**src/rtl/cardClkPkg.sv**
```systemverilog
package cardClkPkg;
  // Control-to-datapath strobes
  typedef struct packed {
    logic run;   // clock enabled
    logic hold;  // freeze phase counter and level this cycle
  } clkStrobe_t;
endpackage

```
**src/rtl/cardClkCtrl.sv**
```systemverilog
module cardClkCtrl
  import cardClkPkg::*;
#(
  parameter int MODE_W       = 16,
  parameter int RD_PROOF_BIT = 8,
  parameter int WR_PROOF_BIT = 9
) (
  input  logic              clk,
  input  logic              rstN,
  input  logic [MODE_W-1:0] modeReg,
  input  logic              enableStb,
  input  logic              disableStb,
  input  logic              swResetStb,
  input  logic              rxFull,
  input  logic              txEmpty,
  input  logic              xferRead,
  output clkStrobe_t        strobes
);
  logic running;
  logic rdProof;
  logic wrProof;
  logic rxStall;
  logic txStall;

  // Software reset wins over disable, disable wins over enable
  always_ff @(posedge clk) begin
    if (!rstN) begin
      running <= 1'b0;
      rdProof <= 1'b0;
      wrProof <= 1'b0;
    end else if (swResetStb) begin
      running <= 1'b0;
      rdProof <= 1'b0;
      wrProof <= 1'b0;
    end else begin
      rdProof <= modeReg[RD_PROOF_BIT];
      wrProof <= modeReg[WR_PROOF_BIT];
      if (disableStb)
        running <= 1'b0;
      else if (enableStb)
        running <= 1'b1;
    end
  end

  // Flow-control stall, gated by direction and proof bits
  always_comb begin
    rxStall = rdProof &&  xferRead && rxFull;
    txStall = wrProof && !xferRead && txEmpty;
  end

  assign strobes.run  = running;
  assign strobes.hold = running && (rxStall || txStall);

  // the clock only starts on an enable that nothing outranks
  a_r10_start_needs_enable: assert property (@(posedge clk) disable iff (!rstN)
    $rose(running) |-> $past(enableStb && !disableStb && !swResetStb));

  // a disable or software reset always leaves the block stopped
  a_r9_stop_wins: assert property (@(posedge clk) disable iff (!rstN)
    (disableStb || swResetStb) |=> !strobes.run);
endmodule

```
**src/rtl/cardClkDp.sv**
```systemverilog
module cardClkDp
  import cardClkPkg::*;
#(
  parameter int DIV_W = 8
) (
  input  logic             clk,
  input  logic             rstN,
  input  logic [DIV_W-1:0] modeDiv,
  input  clkStrobe_t       strobes,
  output logic             cardClk,
  output logic             shiftEn
);
  localparam int CNT_W = DIV_W;

  logic [CNT_W-1:0] phaseCnt;
  logic [DIV_W-1:0] activeDiv;
  logic             phaseEnd;

  assign phaseEnd = (phaseCnt == activeDiv);

  always_ff @(posedge clk) begin
    if (!rstN) begin
      phaseCnt  <= '0;
      activeDiv <= '0;
      cardClk   <= 1'b0;
      shiftEn   <= 1'b0;
    end else if (!strobes.run) begin
      // stopped: park low, track the divider directly
      phaseCnt  <= '0;
      activeDiv <= modeDiv;
      cardClk   <= 1'b0;
      shiftEn   <= 1'b0;
    end else if (strobes.hold) begin
      shiftEn   <= 1'b0;
    end else if (phaseEnd) begin
      phaseCnt  <= '0;
      cardClk   <= ~cardClk;
      shiftEn   <= ~cardClk;
      // falling edge closes a full period: safe point for a new divider
      if (cardClk)
        activeDiv <= modeDiv;
    end else begin
      phaseCnt  <= phaseCnt + 1'b1;
      shiftEn   <= 1'b0;
    end
  end

  // the shift pulse lasts one cycle
  a_r4_single_pulse: assert property (@(posedge clk) disable iff (!rstN)
    shiftEn |=> !shiftEn);

  // every rise of the card clock carries a shift pulse
  a_r4_pulse_on_rise: assert property (@(posedge clk) disable iff (!rstN)
    $rose(cardClk) |-> shiftEn);

  // a stall freezes the level and suppresses the pulse
  a_r6_stall_freezes: assert property (@(posedge clk) disable iff (!rstN)
    strobes.hold |=> ($stable(cardClk) && !shiftEn));

  // a stopped clock sits low
  a_r9_stopped_low: assert property (@(posedge clk) disable iff (!rstN)
    !strobes.run |=> !cardClk);

  // the divider changes only at a falling edge or while stopped
  a_r5_div_at_boundary: assert property (@(posedge clk) disable iff (!rstN)
    !$stable(activeDiv) |-> ($fell(cardClk) || !$past(strobes.run)));
endmodule

```
**src/rtl/cardClkGen.sv**
```systemverilog
module cardClkGen
  import cardClkPkg::*;
#(
  parameter int DIV_W        = 8,
  parameter int MODE_W       = 16,
  parameter int RD_PROOF_BIT = 8,
  parameter int WR_PROOF_BIT = 9
) (
  input  logic              clk,
  input  logic              rstN,
  input  logic [MODE_W-1:0] modeReg,
  input  logic              enableStb,
  input  logic              disableStb,
  input  logic              swResetStb,
  input  logic              rxFull,
  input  logic              txEmpty,
  input  logic              xferRead,
  output logic              cardClk,
  output logic              shiftEn
);
  clkStrobe_t strobes;

  cardClkCtrl #(
    .MODE_W      (MODE_W),
    .RD_PROOF_BIT(RD_PROOF_BIT),
    .WR_PROOF_BIT(WR_PROOF_BIT)
  ) uCtrl (
    .clk       (clk),
    .rstN      (rstN),
    .modeReg   (modeReg),
    .enableStb (enableStb),
    .disableStb(disableStb),
    .swResetStb(swResetStb),
    .rxFull    (rxFull),
    .txEmpty   (txEmpty),
    .xferRead  (xferRead),
    .strobes   (strobes)
  );

  cardClkDp #(
    .DIV_W(DIV_W)
  ) uDp (
    .clk    (clk),
    .rstN   (rstN),
    .modeDiv(modeReg[DIV_W-1:0]),
    .strobes(strobes),
    .cardClk(cardClk),
    .shiftEn(shiftEn)
  );
endmodule

```
**config.mk**
```make
export PLATFORM = sky130hd
export DESIGN_NAME = cardClkGen
export DESIGN_NICKNAME = d
export VERILOG_FILES = /design/src/rtl/cardClkPkg.sv /design/src/rtl/cardClkCtrl.sv /design/src/rtl/cardClkDp.sv /design/src/rtl/cardClkGen.sv
export SDC_FILE = /design/constraint.sdc
export NUM_CORES = 1
export LEC_CHECK = 0
export BUFFER_PORTS_ARGS = -buffer_cell sky130_fd_sc_hd__buf_2
export CORE_AREA = 2 2 49 51
export CTS_CLUSTER_SIZE = 10
export DETAILED_ROUTE_END_ITERATION = 6
export DIE_AREA = 0 0 51 53
export GPL_ROUTABILITY_DRIVEN = 0
export HOLD_SLACK_MARGIN = 0.12
export PLACE_DENSITY = 0.84
export SLEW_MARGIN = 40
export SYNTH_ARGS = -nofsm -noshare
export SYNTH_HDL_FRONTEND = slang
export SYNTH_SLANG_ARGS = --single-unit
```
**constraint.sdc**
```tcl
create_clock -name clk -period 3.5 [get_ports clk]
set_input_delay 0.7 -clock clk [delete_from_list [all_inputs] [get_ports clk]]
set_output_delay 0.7 -clock clk [all_outputs]
set_load 0.02 [all_outputs]
```
==> metrics.yaml <==
status:
  outcome: "complete, no violations"
routing:
  via_count: 1135
  first_pass_iters: 4
  dr.first_iter.drc_count: 34
  met2WireLength_um: 1320
  wl_per_cell_um: 14.2
  drc: 0
  ant_nets: 0
  wirelength_um: 2550
  wl_met3_um: 161
  via_per_inst: 6.34
  wl_met1_um: 1030
  topRoutingLayerUsed: "met4"
worst_setup_path:
  reg2reg_from: "uCtrl.running"
  cpLargestDelayFamily: "flip-flops"
  rr_worst_depth: 5
  cp.required_ns: 3.74
  rrSetupSlack_ns: 1.48
  timing.rr.end: "uDp.phaseCnt[1]"
  critPathLaunch: "uCtrl.running"
  crit_end: "uDp.phaseCnt[1]"
  cp.depth: 5
  cp_slowest_cell: "dfxtp_1"
  arrival_ns: 2.26
  critPathKind: "reg2reg"
  crit_fanout: 15
  slowest_delay_ns: 0.60
  cp-end-kind: "register"
  startpoint_type: "register"
  critPathBufInv: 2
  crit_chain: "clkinv_1 > a21oi_1 > buf_4 > o311ai_2 > nor3_1"
synth:
  synthTopCellsByArea: "dfxtp_1 36%, a32oi_1 6.0%, o21ai_0 5.6%, xnor2_1 5.3%, nand3_1 5.2%"
  synthMostInstantiatedCell: "dfxtp_1"
  postSynthAreaPerCell_um2: 8.56
  synth_area_um2: 1160
  synth_edf_count: 0
  synth_ff_type: "dfxtp_1"
  syn_inst: 136
  ys_types: 31
  synth_seq_cells: 21
  synth_area_leader_cell: "dfxtp_1"
  yosys_warnings: 0
  yosysSeqAreaShare: 0.361
  async_flop_share: 0
  synth_nets: 161
  yosys-top-cells-count: "21 x dfxtp_1, 13 x o21ai_0, 12 x nand3_1, 11 x nand2_1, 9 x and3_1"
  synth_top_area_share: 0.361
cells_and_area:
  postLayoutCoreUtil: 0.595
  layout-drive-gt1-share: 0.192
  seqCellArea_um2: 420
  synthToLayoutAreaGrowth_pct: 9.79
  n_antenna_cell: 0
  nets: 177
  multi_input_area_um2: 684
  finalInstanceArea_um2: 1280
  fillers: 193
clock_tree:
  numCtsBuffers: 3
  post_cts_buffers: 0
  cts_resized: 0
  clk_pin_slew_worst_paths_ns: 0.12
  cts.sinks: 21
  clock_latency_ns: 0.31
  clock_path_buffers: 2
  cts.hold.buffers_added: 0
  cts_tree: "done"
  cts_max_level: 1
  cts_root_buf: "clkbuf_4"
run:
  max_cap_viol_count: 0
sta:
  skew_ns: 0.00939
  finalSetupViolations: 0
  timing.final.crit_share: 0.576
  hold_viol_final: 0
  rsz0062_at_grt: "no"
  final_max_slew_viol_count: 0
  holdWs_ns: 0.534
  max_freq_mhz: 496
  worst_pin_slew_ns: 0.628
  slew_headroom: 0.581
  fin_setup_tns_ns: 0
  post-route-min-period_ns: 2.02
global_routing:
  grt_antenna_before_repair: 0
  grt.total_usage: 0.217
  grt_overflow_total: 0
  grt_pass1_wl_um: 4490
  grt_max_degree: 31
  grt_pass1_vias: 1106
floorplan:
  ioPinCount: 26
  initial_core_util: 0.542
  die_area_um2: 2700
  die_h_um: 53
  core.rowCount: 17
  core_um2: 2150
  die_x_um: 51
pwr:
  peakVddDrop_mv: 0.337
  total_power_mw: 0.426
  p_per_area_nw_per_um2: 333
  leakagePower_nw: 0.498
min_path:
  min-delay-path-class: "in2reg"
placed_design:
  dp_hpwl_um: 1770
  place_area_um2: 1250
  io_buffer_count: 19
state kept, by name, summed over array words and instances (netlist names):
register and flops:
uDp.cardClk 1, uCtrl.wrProof 1, uDp.phaseCnt 8, uDp.activeDiv 8
uCtrl.running 1, uCtrl.rdProof 1, uDp.shiftEn 1
worst min path at each step:
stage / cells past startpoint / end / from
2_1_floorplan: 2 / uDp.phaseCnt[7] / uDp.phaseCnt[7]
3_3_place_gp: 2 / uDp.phaseCnt[7] / uDp.phaseCnt[7]
3_5_place_dp: 2 / uDp.phaseCnt[7] / uDp.phaseCnt[7]
4_1_cts: 2 / uDp.phaseCnt[7] / uDp.phaseCnt[7]
5_1_grt: 2 / uCtrl.running / disableStb
6_report: 2 / uCtrl.running / disableStb
area by class of cell:
type	count	area share
timing repair buffer	20	0.0803
sequential	21	0.329
clock inverter	1	0.00392
multi-input combinational	104	0.536
tap	28	0.0274
inverter	2	0.00588
clock buffer	3	0.0176
worst register-to-register path, stage by stage (launching register included):
cell and delay [ns]:
dfxtp_1 0.60, clkinv_1 0.37, a21oi_1 0.29, buf_4 0.23
o311ai_2 0.24, nor3_1 0.23
layout by cell type (no fill, tap or decap):
| cell type | Yosys | routed |
|---|---|---|
| a21oi_1 | 8 | 8 |
| a32oi_1 | 8 | 8 |
| and2_1 | 1 | 1 |
| and3_1 | 9 | 9 |
| and3b_1 | 2 | 2 |
| and4_1 | 2 | 2 |
| buf_2 | 2 | 19 |
| buf_4 | 0 | 1 |
| clkbuf_4 | 0 | 3 |
| clkinv_1 | 1 | 1 |
| clkinv_2 | 0 | 1 |
| dfxtp_1 | 21 | 21 |
| ha_1 | 1 | 1 |
| inv_1 | 1 | 1 |
| mux2_2 | 1 | 1 |
| nand2_1 | 11 | 11 |
| nand3_1 | 12 | 12 |
| nand3b_1 | 1 | 1 |
| nand4_1 | 1 | 1 |
| nand4_2 | 1 | 1 |
| nand4_4 | 1 | 1 |
| nor2_1 | 4 | 4 |
| nor3_1 | 2 | 2 |
| nor4b_1 | 1 | 1 |
| o21ai_0 | 13 | 13 |
| o21ai_1 | 1 | 1 |
| o311ai_2 | 1 | 1 |
| or3_1 | 6 | 6 |
| or4_1 | 8 | 8 |
| xnor2_1 | 7 | 7 |
| xnor2_2 | 1 | 1 |
| xor2_1 | 1 | 1 |
stage by stage:
step / worst slack (ns) / std cells
final: 1.48 / 179
after global routing: 1.27 / 179
after CTS: 1.49 / 179
after detailed placement: 1.38 / 175
after global placement: 1.44 / 175
after floorplan: 1.73 / 136
layer usage:
layer  track usage  vias to the layer above
met5             0                        -
met4        0.0856                        0
met3        0.0537                        7
met2         0.390                       52
met1         0.245                      534
li1              -                      542
cells by family (layout without fill, tap and decap cells):
kind of cell,Yosys count,in the layout,synth area share
AND/OR/NAND/NOR,62,62,0.325
AO/OA/AOI/OAI,31,31,0.169
flip-flops,21,21,0.361
buffers and inverters,11,26,0.0505
XOR/XNOR,9,9,0.0742
adder cells (fa/ha/maj),1,1,0.0108
multiplexers,1,1,0.00968
where the power goes:
part	internal (mW)	switching (mW)
registers	0.247	0.00625
logic	0.0227	0.0312
clock network	0.0427	0.0762
Note: power is estimated with default switching activity, not from simulation.
